$ cat src/rtl/col_burst_pkg.sv
package col_burst_pkg;

   // length codes on the len input
   localparam logic [2:0] LEN_1    = 3'd0;
   localparam logic [2:0] LEN_2    = 3'd1;
   localparam logic [2:0] LEN_4    = 3'd2;
   localparam logic [2:0] LEN_8    = 3'd3;
   localparam logic [2:0] LEN_PAGE = 3'd7;

   // number of low address bits an 8-beat burst spans
   localparam int unsigned SPAN_8 = 3;

   // low-bit span for a code; page_bits is the full column width
   function automatic int unsigned span_of(input logic [2:0] code,
                                           input logic       ilv,
                                           input int unsigned page_bits);
      int unsigned s;
      case (code)
         LEN_2:    s = 1;
         LEN_4:    s = 2;
         LEN_8:    s = SPAN_8;
         LEN_PAGE: s = ilv ? SPAN_8 : page_bits;
         default:  s = 0;
      endcase
      return s;
   endfunction

endpackage

$ cat src/rtl/col_burst_decode.sv
module col_burst_decode
   import col_burst_pkg::*;
#(
   parameter int unsigned COL_W = 8
) (
   input  logic [2:0]       len_code,
   input  logic             ilv,
   output logic [COL_W-1:0] mask,
   output logic             page,
   output logic             bad_cfg
);

   localparam int unsigned SPAN_W = $clog2(COL_W + 1);

   logic [SPAN_W-1:0] span;

   always_comb begin
      span    = SPAN_W'(span_of(len_code, ilv, COL_W));
      page    = (len_code == LEN_PAGE) && !ilv;
      bad_cfg = (len_code == LEN_PAGE) && ilv;
   end

   // one comparator per address bit builds the wrap mask
   for (genvar b = 0; b < COL_W; b++) begin : g_mask
      assign mask[b] = (SPAN_W'(b) < span);
   end

endmodule

$ cat src/rtl/col_burst_state.sv
module col_burst_state #(
   parameter int unsigned COL_W = 8
) (
   input  logic             clk,
   input  logic             rst_n,
   input  logic             start,
   input  logic             stop,
   input  logic [COL_W-1:0] col_in,
   input  logic             ilv_in,
   input  logic [COL_W-1:0] mask_in,
   input  logic             page_in,
   input  logic             bad_in,
   output logic             act,
   output logic [COL_W-1:0] beat,
   output logic [COL_W-1:0] base,
   output logic [COL_W-1:0] mask,
   output logic             ilv,
   output logic             bad,
   output logic             last
);

   logic page;

   assign last = act && !page && (beat == mask);

   always_ff @(posedge clk or negedge rst_n) begin
      if (!rst_n) begin
         act  <= 1'b0;
         beat <= '0;
         base <= '0;
         mask <= '0;
         ilv  <= 1'b0;
         page <= 1'b0;
         bad  <= 1'b0;
      end else if (start) begin
         act  <= 1'b1;
         beat <= '0;
         base <= col_in;
         mask <= mask_in;
         ilv  <= ilv_in;
         page <= page_in;
         bad  <= bad_in;
      end else if (stop) begin
         act  <= 1'b0;
      end else if (act) begin
         if (last) act <= 1'b0;
         beat <= beat + 1'b1;
      end
   end

endmodule

$ cat src/rtl/col_burst_addr.sv
module col_burst_addr #(
   parameter int unsigned COL_W = 8
) (
   input  logic             act,
   input  logic [COL_W-1:0] base,
   input  logic [COL_W-1:0] beat,
   input  logic [COL_W-1:0] mask,
   input  logic             ilv,
   output logic [COL_W-1:0] col
);

   logic [COL_W-1:0] sum;

   assign sum = base + beat;

   // bits inside the mask move; bits above keep the start column
   for (genvar b = 0; b < COL_W; b++) begin : g_bit
      logic moved;
      assign moved  = ilv ? (base[b] ^ beat[b]) : sum[b];
      assign col[b] = act && (mask[b] ? moved : base[b]);
   end

endmodule

$ cat src/rtl/sdram_col_burst_gen.sv
module sdram_col_burst_gen
   import col_burst_pkg::*;
#(
   parameter int unsigned COL_W = 8
) (
   input  logic             clk,
   input  logic             rst_n,
   input  logic             start_i,
   input  logic [COL_W-1:0] start_col_i,
   input  logic [2:0]       len_i,
   input  logic             ilv_i,
   input  logic             stop_i,
   output logic [COL_W-1:0] col_o,
   output logic             burst_act_o,
   output logic             last_beat_o,
   output logic             cfg_err_o
);

   if (COL_W < SPAN_8 || COL_W > 16) begin : g_bad_width
      $error("COL_W must lie between 3 and 16");
   end

   logic [COL_W-1:0] d_mask, r_mask, r_base, r_beat;
   logic             d_page, d_bad, r_ilv, r_bad, r_act, r_last;

   col_burst_decode #(.COL_W(COL_W)) u_decode (
      .len_code (len_i),
      .ilv      (ilv_i),
      .mask     (d_mask),
      .page     (d_page),
      .bad_cfg  (d_bad)
   );

   col_burst_state #(.COL_W(COL_W)) u_state (
      .clk     (clk),
      .rst_n   (rst_n),
      .start   (start_i),
      .stop    (stop_i),
      .col_in  (start_col_i),
      .ilv_in  (ilv_i),
      .mask_in (d_mask),
      .page_in (d_page),
      .bad_in  (d_bad),
      .act     (r_act),
      .beat    (r_beat),
      .base    (r_base),
      .mask    (r_mask),
      .ilv     (r_ilv),
      .bad     (r_bad),
      .last    (r_last)
   );

   col_burst_addr #(.COL_W(COL_W)) u_addr (
      .act  (r_act),
      .base (r_base),
      .beat (r_beat),
      .mask (r_mask),
      .ilv  (r_ilv),
      .col  (col_o)
   );

   assign burst_act_o = r_act;
   assign last_beat_o = r_last;
   assign cfg_err_o   = r_act && r_bad;

   assert_idle_quiet_R1: assert property (@(posedge clk) disable iff (!rst_n)
      !burst_act_o |-> (col_o == '0) && !last_beat_o && !cfg_err_o);

   assert_start_loads_R2: assert property (@(posedge clk) disable iff (!rst_n)
      start_i |=> burst_act_o && (col_o == $past(start_col_i)));

   assert_last_ends_R3: assert property (@(posedge clk) disable iff (!rst_n)
      (last_beat_o && !start_i) |=> !burst_act_o);

   assert_stop_ends_R7: assert property (@(posedge clk) disable iff (!rst_n)
      (stop_i && !start_i) |=> !burst_act_o);

   assert_bad_cfg_flag_R9: assert property (@(posedge clk) disable iff (!rst_n)
      (start_i && ilv_i && len_i == LEN_PAGE) |=> cfg_err_o);

   assert_page_runs_R6: assert property (@(posedge clk) disable iff (!rst_n)
      (start_i && !ilv_i && len_i == LEN_PAGE) |=> !last_beat_o);

endmodule

$ cat config.mk
export PLATFORM = sky130hd
export DESIGN_NAME = sdram_col_burst_gen
export DESIGN_NICKNAME = d
export VERILOG_FILES = /design/src/rtl/col_burst_pkg.sv /design/src/rtl/col_burst_decode.sv /design/src/rtl/col_burst_state.sv /design/src/rtl/col_burst_addr.sv /design/src/rtl/sdram_col_burst_gen.sv
export SDC_FILE = /design/constraint.sdc
export NUM_CORES = 1
export LEC_CHECK = 0
export ABC_AREA = 0
export BUFFER_PORTS_ARGS = -buffer_cell sky130_fd_sc_hd__buf_4
export CORE_MARGIN = 2
export CORE_UTILIZATION = 49
export DETAILED_ROUTE_END_ITERATION = 10
export PLACE_DENSITY_LB_ADDON = 0.12
export SYNTH_ARGS = -nofsm -noshare
export SYNTH_HDL_FRONTEND = slang
export SYNTH_HIERARCHICAL = 1
export SYNTH_SLANG_ARGS = --single-unit
$ cat constraint.sdc
create_clock -name clk -period 2.9 [get_ports clk]
set_input_delay 0.29 -clock clk [delete_from_list [all_inputs] [get_ports clk]]
set_output_delay 0.29 -clock clk [all_outputs]
set_load 0.02 [all_outputs]
==> summary.md <==
| Metric | Value |
|---|---|
| Die Ht | `65.2 microns` |
| Core ar. | `3630 sq um` |
| Cell-internal power | `0.000656 W` |
| Slew @ Worst Pin | `0.350 ns` |
| Syn_nets | `204` |
| Met2 WL post-DR | `2040 microns` |
| Maxcap violations | `0` |
| Number of global-route vias before repair | `1426` |
| Hold WS | `0.241 ns` |
| FF+latch count, synth | `28` |
| Setup repair bufs after CTS | `0` |
| Site Rows | `22` |
| Reg2Reg Depth | `4` |
| Switching power total | `0.000282 W` |
| Routed Antenna Nets | `0` |
| Final instance area | `2100 sq um` |
| Port-buffer cells | `26` |
| Most common cell after layout, fill and taps aside | `dfrtp_1` |
| Area after DPL | `2030 sq um` |
| Mean Syn Cell Area | `10.3 sq um` |
| Synth Instances | `179` |
| Most frequent cells in the layout | `28 x dfrtp_1, 27 x buf_4, 17 x mux2_2` |
| Outcome | `finished, final reports clean` |
| GR Util All Layers | `0.206` |
| RSZ-0062 raised after global routing | `false` |
| Asr flop ratio synth | `1.00` |
| IO Count | `27` |
| Worst-path clk slew | `0.09 ns` |
| Met1 wire length | `1790 microns` |
| Fraction of layout cells with a size suffix above 1 | `0.280` |
| Hold_sp | `start_col_i[5]` |
| Reg power frac | `0.477` |
| Main synth FF type | `dfrtp_1` |
| Hold Path Stages | `2` |
| Clock buffer depth | `2` |
| Sequential area share after synthesis | `0.381` |
| RePlAce Congestion | `0.846` |
| HP Class | `input port to flip-flop` |
| Worst VDD drop | `219 uV` |
| Initial DRT Pass Iterations | `4` |
| Required @ worst endpoint | `2.61 ns` |
| Via density | `5.79` |
| Inserted Clock Buffers | `3` |
| Critical path's largest stage delay | `0.51 ns` |
| CTS tree | `done` |
| Die area | `4260 sq um` |
| Crit-path slowest cell | `or4b_1` |
| Synth warnings | `6` |
| Total Routed Length | `3980 microns` |
| Pwr Density | `447 nW/um^2` |
| DR WL/cell | `16.0 microns` |
| Largest net degree at the start of global routing | `30` |
| Post-synth EDFFs | `0` |
| CTS H-tree depth | `1` |
| Root Driver | `clkbuf_8` |
| Nets | `226` |
| FF-to-FF End | `u_state/beat[6]` |
| TNS Setup | `0 ns` |
| Clock group share of total power | `0.258` |
| Initial antenna violation count | `0` |
| Bufs and invs on worst path | `1` |
| Crit path cell chain | `ha_1 -> a211oi_2 -> o211ai_2 -> a31o_1 -> or4b_1 -> buf_4` |
| DP Wirelength | `3000 microns` |
| Overflow left after global routing | `0` |
| Worst hold path endpoint | `u_state/base[5]` |
| Startpoint types | `flip-flop` |
| Setup-failing EPs final | `0` |
| Instance count on the critical path | `6` |
| Combinational share of power | `0.265` |
| Critical path endpoint category | `output port` |
| Fin crit period | `2.74 ns` |
| Max-slew violation count | `0` |
| Skew-Pair Late Insertion Delay | `0.27 ns` |
| Worst R2R Setup Slack | `1.39 ns` |
| Final Hold Vio Count | `0` |
| Reg-to-reg startpoint | `u_state/beat[1]` |
| CP Max Fanout | `6` |
| Clock tree sinks | `28` |
| Sw frac | `0.301` |
| Leakage | `0.928 nW` |
| First-pass GRT wire length | `6780 microns` |
| Slew HR | `0.764` |
| Crit Path Category | `flip-flop to output port` |
| Netlist cell types | `53` |
| Syn-to-layout area delta | `14.2%` |
| Via Count | `1437` |
| Initial DRC count | `74` |
| Synthesized area | `1840 sq um` |
| CP arrival | `2.45 ns` |
| Antenna cells | `0` |
| Cell family with most CP delay | `compound AO/OA/AOI/OAI gates` |
| Max Fclk | `365 MHz` |
| Starting density of the core | `0.506` |
| Die width | `65.2 microns` |
| DRC Markers | `0` |
| Final setup skew | `0.00135 ns` |
| Met3 WL | `119 microns` |
| Max Used Layer | `met4` |
| Final worst-path cycle share | `0.945` |
cells in the mapped netlist, drive strengths merged, types with 2 or more instances:
cell,instances,area (sq um)
and3,2,13.8
nand4,2,12.5
ha,8,100
nand3,5,25.0
nand2,4,15.0
nand4b,3,26.3
and2,2,15.0
nand2b,3,18.8
o31ai,2,15.0
xnor2,7,61.3
or4,2,15.0
mux2,19,214
or3,6,37.5
o211ai,2,20.0
nand3b,3,22.5
o21bai,2,15.0
xor2,4,35.0
inv,7,26.3
dfrtp,28,701
a311oi,2,17.5
clkbuf,3,11.3
buf,8,58.8
mux2i,3,30.0
o21a,2,15.0
a21oi,10,50.1
a211oi,3,27.5
nor2,12,45.0
o21ai,8,40.0
layer usage:
layer / track usage / vias to the layer above
li1: - / 695
met1: 0.264 / 717
met2: 0.361 / 21
met3: 0.0325 / 4
met4: 0.0547 / 0
met5: 0 / -
how the worst max path moves through the flow:
| stage | to | slack [ns] | startpoint |
|---|---|---|---|
| finish | col_o[7] | 0.16 | u_state/beat[1] |
| global route | col_o[7] | 0.02 | u_state/beat[1] |
| CTS | col_o[7] | 0.10 | u_state/beat[4] |
| detailed placement | col_o[7] | 0.47 | u_state/beat[1] |
| global placement | col_o[7] | 0.50 | u_state/beat[2] |
| floorplan | col_o[5] | 0.60 | u_state/beat[4] |
sequential cells by signal (all words and copies together), names as in the netlist:
signal        flops
u_state/ilv       1
u_state/bad       1
u_state/beat      8
u_state/mask      8
u_state/page      1
u_state/base      8
u_state/act       1
worst register-to-register path: cells and delay by family, from the launching register on:
kind / cells / cell delay [ns]
AOI/OAI and AO/OA: 1 / 0.16
DFF: 1 / 0.47
and+or+nand+nor: 2 / 0.59
adders and majority gates: 1 / 0.22
through the flow:
| step | utilization | setup WS, ns | std cells | total power, W |
|---|---|---|---|---|
| after floorplan | - | 0.598 | 179 | 0.000612 |
| after global placement | 0.559 | 0.503 | 243 | 0.000694 |
| after detailed placement | 0.559 | 0.468 | 243 | 0.000704 |
| after CTS | 0.577 | 0.102 | 248 | 0.000947 |
| after global routing | 0.578 | 0.0206 | 248 | 0.000997 |
| final | 0.578 | 0.158 | 248 | 0.000939 |
power by group through the flow:
| stage | Clock (W) | Sequential [W] | Combinational, W |
|---|---|---|---|
| final | 0.000242 | 0.000448 | 0.000249 |
| after global routing | 0.000271 | 0.000454 | 0.000273 |
| after CTS | 0.000248 | 0.000448 | 0.000251 |
| after detailed placement | 0 | 0.000456 | 0.000248 |
| after global placement | 0 | 0.000454 | 0.000240 |
| after floorplan | 0 | 0.000446 | 0.000166 |
final cells by class:
cell class              instances  area [sq um]
flip-flops and latches         28           701
inverters                       7          26.3
repair buffers                 28           213
fillers                       332          1530
clock buffers                   4          55.1
multi-input cells             133          1040
well taps                      48          60.1
kinds of logic (layout without fill, tap and decap cells):
logic type,count (synthesis),after routing,share of synthesized area
compound gates,39,39,0.145
mux,22,22,0.133
xor+xnor,11,11,0.0524
flops,28,28,0.381
simple gates,51,51,0.165
fa+ha+maj,10,10,0.0715
buf+inv,18,39,0.0524
repair_timing:
action,CTS,global route
endpoints found under the hold margin,28,0
setup endpoints to repair,0,1
gates resized for setup,0,1
hold buffers,1,0
Note: power is estimated with default switching activity, not from simulation.
